$ cat config.mk
export PLATFORM = sky130hd
export DESIGN_NAME = ga_gain_apply
export DESIGN_NICKNAME = d
export VERILOG_FILES = /design/src/rtl/ga_pkg.sv /design/src/rtl/ga_gain_reg.sv /design/src/rtl/ga_lane_scale.sv /design/src/rtl/ga_round_sat.sv /design/src/rtl/ga_gain_apply.sv
export SDC_FILE = /design/constraint.sdc
export NUM_CORES = 1
export LEC_CHECK = 0
export BUFFER_PORTS_ARGS = -buffer_cell sky130_fd_sc_hd__clkbuf_2
export CELL_PAD_IN_SITES_DETAIL_PLACEMENT = 0
export CELL_PAD_IN_SITES_GLOBAL_PLACEMENT = 1
export CORE_UTILIZATION = 50
export CTS_CLUSTER_DIAMETER = 80
export DETAILED_ROUTE_END_ITERATION = 12
export HOLD_SLACK_MARGIN = 0.05
export PLACE_DENSITY_LB_ADDON = 0.1
export SLEW_MARGIN = 0
export SYNTH_ARGS = -nofsm -noshare
export SYNTH_HDL_FRONTEND = slang
export SYNTH_SLANG_ARGS = --single-unit
$ cat constraint.sdc
create_clock -name clk -period 10.2 [get_ports clk]
set_input_delay 0.51 -clock clk [delete_from_list [all_inputs] [get_ports clk]]
set_output_delay 0.51 -clock clk [all_outputs]
set_load 0.005 [all_outputs]
$ cat src/rtl/ga_pkg.sv
package ga_pkg;
  localparam int GA_MAN_W = 6;
  localparam int GA_EXP_W = 4;

  typedef struct packed {
    logic [GA_MAN_W-1:0] man;
    logic [GA_EXP_W-1:0] shift;
  } ga_gain_t;
endpackage

$ cat src/rtl/ga_gain_reg.sv
module ga_gain_reg
  import ga_pkg::*;
(
  input  logic                clk,
  input  logic                rst_n,
  input  logic                wr,
  input  logic [GA_MAN_W-1:0] man,
  input  logic [GA_EXP_W-1:0] shift,
  output ga_gain_t            gain_q
);
  ga_gain_t gain_d;

  always_comb begin
    gain_d = gain_q;
    if (wr) begin
      gain_d.man   = man;
      gain_d.shift = shift;
    end
  end

  always_ff @(posedge clk or negedge rst_n) begin
    if (!rst_n) gain_q <= '0;
    else        gain_q <= gain_d;
  end

  AST_GAIN_HOLD: assert property (@(posedge clk) disable iff (!rst_n)
    !wr |=> $stable(gain_q));
endmodule

$ cat src/rtl/ga_lane_scale.sv
module ga_lane_scale
  import ga_pkg::*;
#(
  parameter int IN_W   = 10,
  parameter int PROD_W = 33
) (
  input  logic                     clk,
  input  logic                     rst_n,
  input  logic                     en,
  input  logic signed [IN_W-1:0]   x,
  input  ga_gain_t                 gain,
  output logic signed [PROD_W-1:0] prod_q
);
  logic signed [PROD_W-1:0] x_ext;
  logic signed [PROD_W-1:0] mant;
  logic signed [PROD_W-1:0] prod_d;

  always_comb begin
    x_ext  = {{(PROD_W-IN_W){x[IN_W-1]}}, x};
    mant   = {{(PROD_W-GA_MAN_W-1){1'b0}}, 1'b1, gain.man};
    prod_d = prod_q;
    if (en) prod_d = (x_ext * mant) <<< gain.shift;
  end

  always_ff @(posedge clk or negedge rst_n) begin
    if (!rst_n) prod_q <= '0;
    else        prod_q <= prod_d;
  end

  AST_ZERO_PRODUCT: assert property (@(posedge clk) disable iff (!rst_n)
    (en && x == '0) |=> (prod_q == '0));
endmodule

$ cat src/rtl/ga_round_sat.sv
module ga_round_sat #(
  parameter int PROD_W = 33,
  parameter int DROP   = 8,
  parameter int OUT_W  = 8
) (
  input  logic                     clk,
  input  logic                     rst_n,
  input  logic                     en,
  input  logic signed [PROD_W-1:0] prod,
  output logic signed [OUT_W-1:0]  y_q
);
  localparam int SW = PROD_W + 1;
  localparam logic signed [SW-1:0] HALF  = SW'(1) <<< (DROP - 1);
  localparam logic signed [SW-1:0] MAXV  = (SW'(1) <<< (OUT_W - 1)) - SW'(1);
  localparam logic signed [SW-1:0] MINV  = -(SW'(1) <<< (OUT_W - 1));
  localparam logic signed [SW-1:0] THR_HI = (MAXV <<< DROP) + HALF;
  localparam logic signed [SW-1:0] THR_LO = (MINV <<< DROP) - HALF;

  logic signed [SW-1:0]    sum;
  logic signed [SW-1:0]    shifted;
  logic signed [OUT_W-1:0] y_d;

  always_comb begin
    sum     = {prod[PROD_W-1], prod} + HALF;
    shifted = sum >>> DROP;
    y_d     = y_q;
    if (en) begin
      if (shifted > MAXV)      y_d = MAXV[OUT_W-1:0];
      else if (shifted < MINV) y_d = MINV[OUT_W-1:0];
      else                     y_d = shifted[OUT_W-1:0];
    end
  end

  always_ff @(posedge clk or negedge rst_n) begin
    if (!rst_n) y_q <= '0;
    else        y_q <= y_d;
  end

  AST_SAT_HIGH: assert property (@(posedge clk) disable iff (!rst_n)
    (en && $signed({prod[PROD_W-1], prod}) >= THR_HI) |=> (y_q == MAXV[OUT_W-1:0]));
  AST_SAT_LOW: assert property (@(posedge clk) disable iff (!rst_n)
    (en && $signed({prod[PROD_W-1], prod}) < THR_LO) |=> (y_q == MINV[OUT_W-1:0]));
  AST_HOLD_IDLE: assert property (@(posedge clk) disable iff (!rst_n)
    !en |=> $stable(y_q));
endmodule

$ cat src/rtl/ga_gain_apply.sv
module ga_gain_apply
  import ga_pkg::*;
#(
  parameter int IN_W  = 10,
  parameter int OUT_W = 8
) (
  input  logic                       clk,
  input  logic                       rst_n,
  input  logic                       gain_wr,
  input  logic [GA_MAN_W-1:0]        gain_man,
  input  logic [GA_EXP_W-1:0]        gain_exp,
  input  logic                       in_vld,
  input  logic signed [IN_W-1:0]     in_i,
  input  logic signed [IN_W-1:0]     in_q,
  output logic                       out_vld,
  output logic signed [OUT_W-1:0]    out_i,
  output logic signed [OUT_W-1:0]    out_q
);
  localparam int LANES  = 2;
  localparam int PROD_W = IN_W + GA_MAN_W + 2 + (2**GA_EXP_W - 1);
  localparam int DROP   = (IN_W - 1) + GA_MAN_W - (OUT_W - 1);

  ga_gain_t gain_q;
  logic     vld_mid_q, vld_out_q;
  logic     vld_mid_d, vld_out_d;

  logic signed [IN_W-1:0]   lane_in  [LANES];
  logic signed [PROD_W-1:0] lane_mid [LANES];
  logic signed [OUT_W-1:0]  lane_out [LANES];

  assign lane_in[0] = in_i;
  assign lane_in[1] = in_q;

  ga_gain_reg u_gain (
    .clk    (clk),
    .rst_n  (rst_n),
    .wr     (gain_wr),
    .man    (gain_man),
    .shift  (gain_exp),
    .gain_q (gain_q)
  );

  for (genvar g = 0; g < LANES; g++) begin : g_lane
    ga_lane_scale #(.IN_W(IN_W), .PROD_W(PROD_W)) u_scale (
      .clk    (clk),
      .rst_n  (rst_n),
      .en     (in_vld),
      .x      (lane_in[g]),
      .gain   (gain_q),
      .prod_q (lane_mid[g])
    );
    ga_round_sat #(.PROD_W(PROD_W), .DROP(DROP), .OUT_W(OUT_W)) u_rsat (
      .clk   (clk),
      .rst_n (rst_n),
      .en    (vld_mid_q),
      .prod  (lane_mid[g]),
      .y_q   (lane_out[g])
    );
  end

  always_comb begin
    vld_mid_d = in_vld;
    vld_out_d = vld_mid_q;
  end

  always_ff @(posedge clk or negedge rst_n) begin
    if (!rst_n) begin
      vld_mid_q <= 1'b0;
      vld_out_q <= 1'b0;
    end else begin
      vld_mid_q <= vld_mid_d;
      vld_out_q <= vld_out_d;
    end
  end

  assign out_vld = vld_out_q;
  assign out_i   = lane_out[0];
  assign out_q   = lane_out[1];

  AST_VLD_LATENCY: assert property (@(posedge clk) disable iff (!rst_n)
    out_vld |-> $past(in_vld, 2));
endmodule

# Word-level counts from Yosys, hierarchy flattened
# Index checks and enable logic that the tools add are counted.
word_totals:
  word_cells: 22
  output_inout_bits: 17
  in_bits: 34
  reg_bits: 94
classes:
  mux: 4
  shift: 2
  order_cmp: 4
  mul: 2
  add_sub_neg: 2
op_table:
  columns: ["cell", "count"]
  rows:
  - ["33-bit by 9-bit adder with 34-bit output, second input constant", 2]
  - ["33-bit by 4-bit <<< shifter with 33-bit output", 2]
  - ["26-bit by 8-bit greater-than comparator with 1-bit output, second input constant", 2]
  - ["26-bit by 8-bit less-than comparator with 1-bit output, second input constant", 2]
  - ["10-bit by 8-bit multiplier with 18-bit output", 2]
  - ["8-bit 2-to-1 mux", 4]

# Logic depth before layout (Yosys ltp)
# Gate-level depths: netlist of run 1.
depth:
  ltp_word: 4
  depth_mapped: 23
  depth_no_buf: 20

# Hierarchy
# Synthesis of run 1 repeated with hierarchy kept, for this count alone.
hier_totals:
  cells_unflattened: 1601
  area_unflattened_um2: 13745.7
modules_own_cells:
  columns: ["module", "seq_area_each_um2", "instances", "area_each_um2", "cells_per_inst"]
  rows:
  - ["ga_lane_scale at g_lane[0].u_scale", 825.8, 1, 5362.6, 625]
  - ["ga_lane_scale at g_lane[1].u_scale", 825.8, 1, 5203.7, 611]
  - ["ga_round_sat", 200.2, 2, 1358.8, 171]
  - ["ga_gain_reg", 250.2, 1, 411.6, 21]
  - ["ga_gain_apply", 50.0, 1, 50.0, 2]

# Least setup slack after synthesis of run 1
# No wires, ideal clock.
synth_timing:
  path_kind: "flip-flop to flip-flop"
  from: "register, netlist name u_gain.gain_q[6]"
  to: "register g_lane[0].u_scale.prod_q[26]"
  required_time_ns: 10.075
  path_slack_ns: 4.901
  t_arrival_ns: 5.174
  period_less_slack_ns: 5.299
  setup_ns: 0.125
  path_buffers: 2
  stages_incl_launch_ff: 23
  cell_sequence: "dfrtp_1 -> clkbuf_1 -> nand2_1 -> inv_1 -> fa_1 -> inv_1 -> fa_1 -> inv_1 -> fa_1 -> inv_1 -> fa_1 -> inv_1 -> ha_1 -> clkbuf_1 -> a2111oi_0 -> a211o_1 -> a41o_1 -> a211oi_1 -> and2_1 -> or2_2 -> a31oi_1 -> a31oi_1 -> mux2_2"
synth_between:
  elab_chain_len: 2
synth_lines:
  columns: ["element", "line_no", "source"]
  rows:
  - ["10-bit by 8-bit multiplier with 18-bit output", "ga_lane_scale.sv:22", "if (en) prod_d = (x_ext * mant) <<< gain.shift;"]
  - ["33-bit by 4-bit <<< shifter with 33-bit output", "ga_lane_scale.sv:22", null]
  - ["to (signal assigned)", "ga_lane_scale.sv:27", "else prod_q <= prod_d;"]
  - ["to (decl)", "ga_lane_scale.sv:12", "output logic signed [PROD_W-1:0] prod_q"]
# No other way between the ends.
# A chain may end at the register's enable or synchronous reset.

# Worst setup path after layout of run 1
layout_timing:
  from: "register, netlist name u_gain.gain_q[8]"
  to: "register g_lane[0].u_scale.prod_q[27]"
layout_between:
  elab_chain_len: 2
layout_lines:
  columns: ["element", "line_no"]
  rows:
  - ["10-bit by 8-bit multiplier with 18-bit output", "ga_lane_scale.sv:22"]
  - ["33-bit by 4-bit <<< shifter with 33-bit output", "ga_lane_scale.sv:22"]
# No other way between the ends.

==> summary.txt, run 1 <==
Timing
  – Final Hold Fails: 0
  – Max Clk Rate: 161 MHz
  – Unrepaired setup endpoints after global routing: no
  – Rel. slew slack: between 40 and 50%
  – Worst-margin pin slew: 0.830 ns
  – Final setup viols: 0
  – Setup TNS: 0 ns
  – Slew Viols, Final: 0
  – Post-Route Skew: roughly 0.013 ns
  – Clock period minus worst slack: approximately 6.2 ns
  – Setup ws final: around 4.0 ns
  – Tcrit/Tclk final: between 60% and 70%

Worst setup path
  – Worst r2r src: u_gain.gain_q[8]
  – Worst Path Required: ~10 ns
  – CP max FO: 21
  – Startpoint types: register
  – Crit Path Class: register to register
  – WP data arrival: around 6.4 ns
  – Worst setup path start: u_gain.gain_q[8]
  – CP Capture Type: register

Drt
  – Vias: approximately 10000
  – Post-route ant nets: 0
  – 1st-pass router iterations: 5
  – Vias per cell: 5.79
  – WL/cell: about 18 um
  – Final wirelength: about 32000 um
  – 1st-iter DRT viols: between 700 and 800
  – Drc violations: 0

Synthesis
  – Mapped Cells: 1469
  – Number of synthesized register bits: 80
  – EDFF count, synth: 0
  – Post-synth top cells: inv_1 (200), nand2_1 (138), fa_1 (112), nor2_1 (104), and2_1 (94)
  – Top-count cell post-synth: inv_1
  – Syn nets: 1687
  – Ys Warns: 0
  – Synth area leaders: fa_1 (19%), dfrtp_1 (17%), ha_1 (7.5%), inv_1 (6.2%), and2_1 (4.9%)
  – Primary FF master, synth: dfrtp_1
  – Sequential area share after synthesis: 16.6%
  – Synthesized area: around 12000 um2
  – Post-Syn Area per Cell: slightly above 8 um2
  – Yosys top cell area share: between 10% and 20%
  – Netlist cell types: 95
  – Ys async rst share: 100%
  – Synth area leader: fa_1

Placed design
  – RePlAce Congestion: ~0.92
  – Worst slack at placement: 4.06 ns
  – Buffers on Ports: 50
  – Post-DP HPWL: roughly 25000 um
  – Post-place instance area: roughly 12000 um2

Global route
  – First-pass GRT wire length: between 50000 and 60000 um
  – Initial antenna violation count: 0
  – Global route total overflow: 0
  – GRT Resource Usage Total: approximately 27%
  – Number of global-route vias before repair: between 9000 and 10000
  – Largest net degree at the start of global routing: 67

Floorplan
  – Die Area: around 25000 um2
  – Ports: slightly above 50
  – DIE HEIGHT: about 160 um
  – Core box area: 23500 um2
  – FP Rows: 56
  – Die width: ~160 um
  – Initial Util: 51.1%

Finish
  – Fill count: ~2300
  – Diode count: 0
  – Nets: about 1700
  – Share of layout cells above drive strength 1: 8.74%
  – Area growth, synth to finish: 5.90%
  – Final instance area: 12700 um2

Clocking
  – H-tree lvl count: 3
  – Num CTS Buffers: 9
  – Root Buffer: clkbuf_16
  – Postcts setup bufs: 0
  – Clock latency on the worst-skew pair: between 0.3 and 0.4 ns
  – CTS tree: built
  – Clock Sinks: 80
  – Clk pin slew, worst setup/hold paths: 0.07 ns
  – Hold buffers post-CTS: 0
  – Clk buf depth: 2
  – Resized cells post-CTS: 0

Job
  – Maxcap violations: 0

Status
  – Status: completed

Min path
  – Hold crit path type: primary input to async pin
[critical path, stage by stage, from the launching register on]
cell and delay [ns]:
dfrtp_1 0.63, and2_1 0.28, fa_1 0.53, inv_1 0.05, fa_1 0.47, inv_1 0.05, fa_1 0.53, inv_1 0.06
fa_1 0.52, inv_1 0.04, ha_1 0.36, a21o_1 0.22, a221o_1 0.44, a21oi_1 0.23, a21oi_1 0.14, xnor2_2 0.66
o21ai_0 0.27, a2111oi_4 0.45, a21oi_1 0.11
[per-layer routing]
| layer | global-route usage (%) | up-vias | routed length, um |
|---|---|---|---|
| li1 | - | 5005 | - |
| met1 | 39.4 | 4995 | 15500 |
| met2 | 43.0 | 283 | 14300 |
| met3 | 2.86 | 44 | 1300 |
| met4 | 6.52 | 0 | 609 |
| met5 | 0 | - | 0 |
[state kept, by name (all words and copies together) (netlist names)]
name	flops
out_vld	1
vld_mid_q	1
g_lane.u_rsat.y_q	16
g_lane.u_scale.prod_q	52
u_gain.gain_q	10
[final timing paths]
check | to | slack (ns) | depth (start not counted)
hold / removal | g_lane[1].u_rsat.y_q[3] | 0.08 | 1
min in group clk | u_gain.gain_q[2] | 0.35 | 3
setup reg to reg | g_lane[0].u_scale.prod_q[27] | 3.99 | 18
hold reg to reg | g_lane[1].u_rsat.y_q[7] | 0.52 | 2
setup / recovery | g_lane[0].u_scale.prod_q[27] | 3.99 | 18
max in group asynchronous | u_gain.gain_q[0] | 9.08 | 2
[cell families after synthesis]
logic type                 count (synthesis)  synth area share (%)
DFF                                       80                  16.6
muxes                                     52                  4.66
buffers and inverters                    280                  8.89
xor gates and xnor gates                  44                  3.44
AOI/OAI and AO/OA                        334                  19.1
and+or+nand+nor                          495                  21.1
adders and majority gates                184                  26.1
[through the flow]
stage | instances | util [%] | hold WS, ns
floorplan | 1469 | - | 0.214
global placement | 1768 | 52.8 | 0.473
detailed placement | 1768 | 52.8 | 0.471
CTS | 1784 | 54.1 | 0.0913
global route | 1784 | 54.1 | 0.104
finish | 1784 | 54.1 | 0.0783
[area by class of cell]
| type | instances | area, um2 | area share, % |
|---|---|---|---|
| flip-flops and latches | 80 | 2000 | 15.7 |
| clock inverters | 7 | 86.3 | 0.678 |
| well taps | 319 | 399 | 3.13 |
| inverters | 203 | 762 | 5.98 |
| repair buffers | 57 | 305 | 2.40 |
| multi-input cells | 1109 | 8960 | 70.3 |
| clock buffers | 9 | 225 | 1.77 |
[cells in the final DEF (no fill, tap or decap), types with 17 or more instances in the layout]
cell type / Yosys / routed
ha_1: 72 / 72
fa_1: 112 / 112
a21oi_1: 70 / 70
xnor2_1: 22 / 22
clkbuf_2: 1 / 49
and2_1: 94 / 94
xor2_1: 19 / 19
nand3_1: 41 / 41
dfrtp_1: 80 / 79
mux2i_1: 31 / 31
o21ai_0: 68 / 68
o211ai_1: 17 / 17
and3_1: 17 / 17
inv_1: 200 / 200
nand2_1: 138 / 138
nor2_1: 104 / 104
nand4_1: 18 / 18
mux2_2: 19 / 19
nor3_1: 26 / 26
Power of run 1 is left out: the tool's default activity adds up to more than one toggle a clock period on the data nets, which glitch-free logic cannot reach.
==> run 2, diff against run 1 <==
- CORE_UTILIZATION: 50 -> 49
- clock period: 10.2 -> 6.14 ns (I/O delays scaled with it)
==> run 2 against run 1 <==
Clock skew increased by 0.0091 ns. Register-to-register slack lost 3.7 ns. Sequential share of layout area is 0.11 points lower. Fmax up 6.6%. Critical endpoint is now g_lane[0].u_scale.prod_q[15]. Largest cell class unchanged. Highest routed layer unchanged.
==> summary.txt, run 2 (synthesis gave the netlist of run 1 again) <==
Clocking
  – H-tree lvl count: 3 (unchanged)
  – Clk pin slew, worst setup/hold paths: 0.08 ns (about the same)
  – Clock latency on the worst-skew pair: 0.36 ns (about the same)
  – Clk buf depth: 2 (unchanged)
  – Clock Sinks: 80 (unchanged)
  – Root Buffer: clkbuf_16
  – CTS tree: built
  – Hold buffers post-CTS: 0 (unchanged)
  – Num CTS Buffers: 9 (unchanged)

Worst setup path
  – CP peak stage delay: 0.55 ns (-0.11 ns)
  – Worst Path Required: 6.36 ns (-4.05 ns)
  – CP max FO: 21 (unchanged)
  – Crit Path Class: register to register
  – CP Capture Type: register
  – Crit-path cells: nand2_1 > inv_1 > fa_1 > inv_1 > fa_1 > inv_1 > fa_1 > inv_1 > fa_1 > inv_1 > ha_1 > a2111oi_0 > a211o_1 > a41o_1 > a211oi_1 > buf_4 > mux2i_1 > nor3_1 > a21o_1 > o31ai_1 > o21ai_0
  – Startpoint types: register
  – WP data arrival: 6.04 ns (-0.37 ns)
  – Critical path's most frequent cell: inv_1
  – Slowest CP cell: dfrtp_2

Global route
  – Initial antenna violation count: 0 (unchanged)
  – Global route total overflow: 0 (unchanged)
  – Number of global-route vias before repair: 9829 (-1.5%)
  – GRT Resource Usage Total: 26.9% (-0.15 points)
  – Largest net degree at the start of global routing: 81 (+21%)
  – First-pass GRT wire length: 52800 um (about the same)

Drt
  – 1st-pass router iterations: 5 (unchanged)
  – Routed wl met3: 1420 um (+9.0%)
  – WL/cell: 18.0 um (+0.92%)
  – 1st-iter DRT viols: 830 (+4.9%)
  – Vias per cell: 5.72 (-1.2%)
  – Met1 wire length: 15800 um (+1.4%)
  – Post-route ant nets: 0 (unchanged)
  – Final wirelength: 32300 um (+1.7%)
  – DR top layer: met4
  – Drc violations: 0 (unchanged)
  – Vias: 10280 (-0.46%)
  – Met2 wire len: 14800 um (+3.2%)

Floorplan
  – Initial Util: 50.6% (-0.45 points)
  – Die width: 159 um (+1.0%)
  – FP Rows: 56 (unchanged)
  – Die Area: 25200 um2 (+2.0%)
  – DIE HEIGHT: 159 um (+1.0%)
  – Ports: 51 (unchanged)
  – Core box area: 23800 um2 (+0.89%)

Placed design
  – Post-place instance area: 12500 um2 (+0.66%)
  – RePlAce Congestion: 0.898 (-2.8%)
  – Buffers on Ports: 50 (unchanged)
  – Post-DP HPWL: 25600 um (+1.7%)

Timing
  – Final Hold Fails: 0 (unchanged)
  – Setup TNS: 0 ns (unchanged)
  – Rel. slew slack: 27.3% (-17 points)
  – Slew Viols, Final: 0 (unchanged)
  – Unrepaired setup endpoints after global routing: no
  – Post-Route Skew: 0.0223 ns (+0.00906 ns)
  – Tcrit/Tclk final: 94.8% (+34 points)
  – Worst-margin pin slew: 1.09 ns (+0.261 ns)
  – Max Clk Rate: 172 MHz (+6.6%)
  – Clock period minus worst slack: 5.82 ns (-0.387 ns)
  – Final setup viols: 0 (unchanged)

Finish
  – Nets: 1691 (+0.77%)
  – Most frequent cells in the layout: inv_1 (200), nand2_1 (137), fa_1 (112)
  – Final instance area: 12800 um2 (+0.80%)
  – Diode count: 0 (unchanged)
  – Area growth, synth to finish: 6.74%
  – Top Registers: g_lane.u_scale.prod_q (52), g_lane.u_rsat.y_q (16), u_gain.gain_q (10)
  – Most common cell after layout, fill and taps aside: inv_1
  – Largest Register: g_lane.u_scale.prod_q
  – Share of layout cells above drive strength 1: 9.68% (+0.94 points)
  – Area of the multi-input gates: 8960 um2 (about the same)
  – Max reg flops: 52 (unchanged)
  – Fill count: 2275 (unchanged)
  – FF/Latch Area: 2000 um2 (about the same)

Job
  – Maxcap violations: 0 (unchanged)

Min path
  – Hold crit path type: primary input to async pin

Status
  – Status: completed
## run 2: repair_timing
| item | 4_1_cts | 5_1_grt |
|---|---|---|
| setup buffers | 0 | 2 |
| gates resized for setup | 0 | 2 |
| setup endpoints to repair | 0 | 28 |
## run 2: metal layers
layer,vias up,GRT usage [%]
met3,29,3.13
li1,5030,-
met4,0,5.40
met1,4957,38.5
met5,-,0
met2,264,43.7
## run 2: layout make-up
class | instances | area share, %
Clock inverter | 6 | 0.565
Clock buffer | 10 | 1.86
Multi-Input combinational cell | 1109 | 69.8
Sequential cell | 80 | 15.6
Inverter | 203 | 5.93
Tap cell | 319 | 3.11
Timing Repair Buffer | 70 | 3.14
## run 2: critical path, delay by kind of cell (launching register included)
family                     cells  cell delay [ns]
AOI/OAI and AO/OA              7             1.44
adders and majority gates      5             2.56
buffers and inverters          6             0.52
DFF                            1             0.55
muxes                          1             0.37
and+or+nand+nor                2             0.26
## run 2: path summary, 6_finish.rpt
kind	from	endpoint	slack (ns)	cells past startpoint
worst max register to register	u_gain.gain_q[6]	g_lane[0].u_scale.prod_q[15]	0.32	21
worst min register to register	g_lane[0].u_rsat.y_q[7]	g_lane[0].u_rsat.y_q[7]	0.54	2
max in group asynchronous	rst_n	u_gain.gain_q[0]	5.23	1
worst min-delay path	rst_n	g_lane[1].u_rsat.y_q[3]	0.14	1
min in group clk	gain_exp[0]	u_gain.gain_q[0]	0.15	3
worst max-delay path	u_gain.gain_q[6]	g_lane[0].u_scale.prod_q[15]	0.32	21
## run 2: through the flow
step	setup WS, ns	util, %	hold WS [ns]	cells
floorplan	0.841	-	0.0114	1469
global placement	0.246	52.7	0.510	1779
detailed placement	0.169	52.7	0.527	1779
CTS	0.142	54.0	0.155	1795
global route	0.0524	54.1	0.173	1797
finish	0.321	54.1	0.145	1797
Power of run 2 is left out for the same reason.
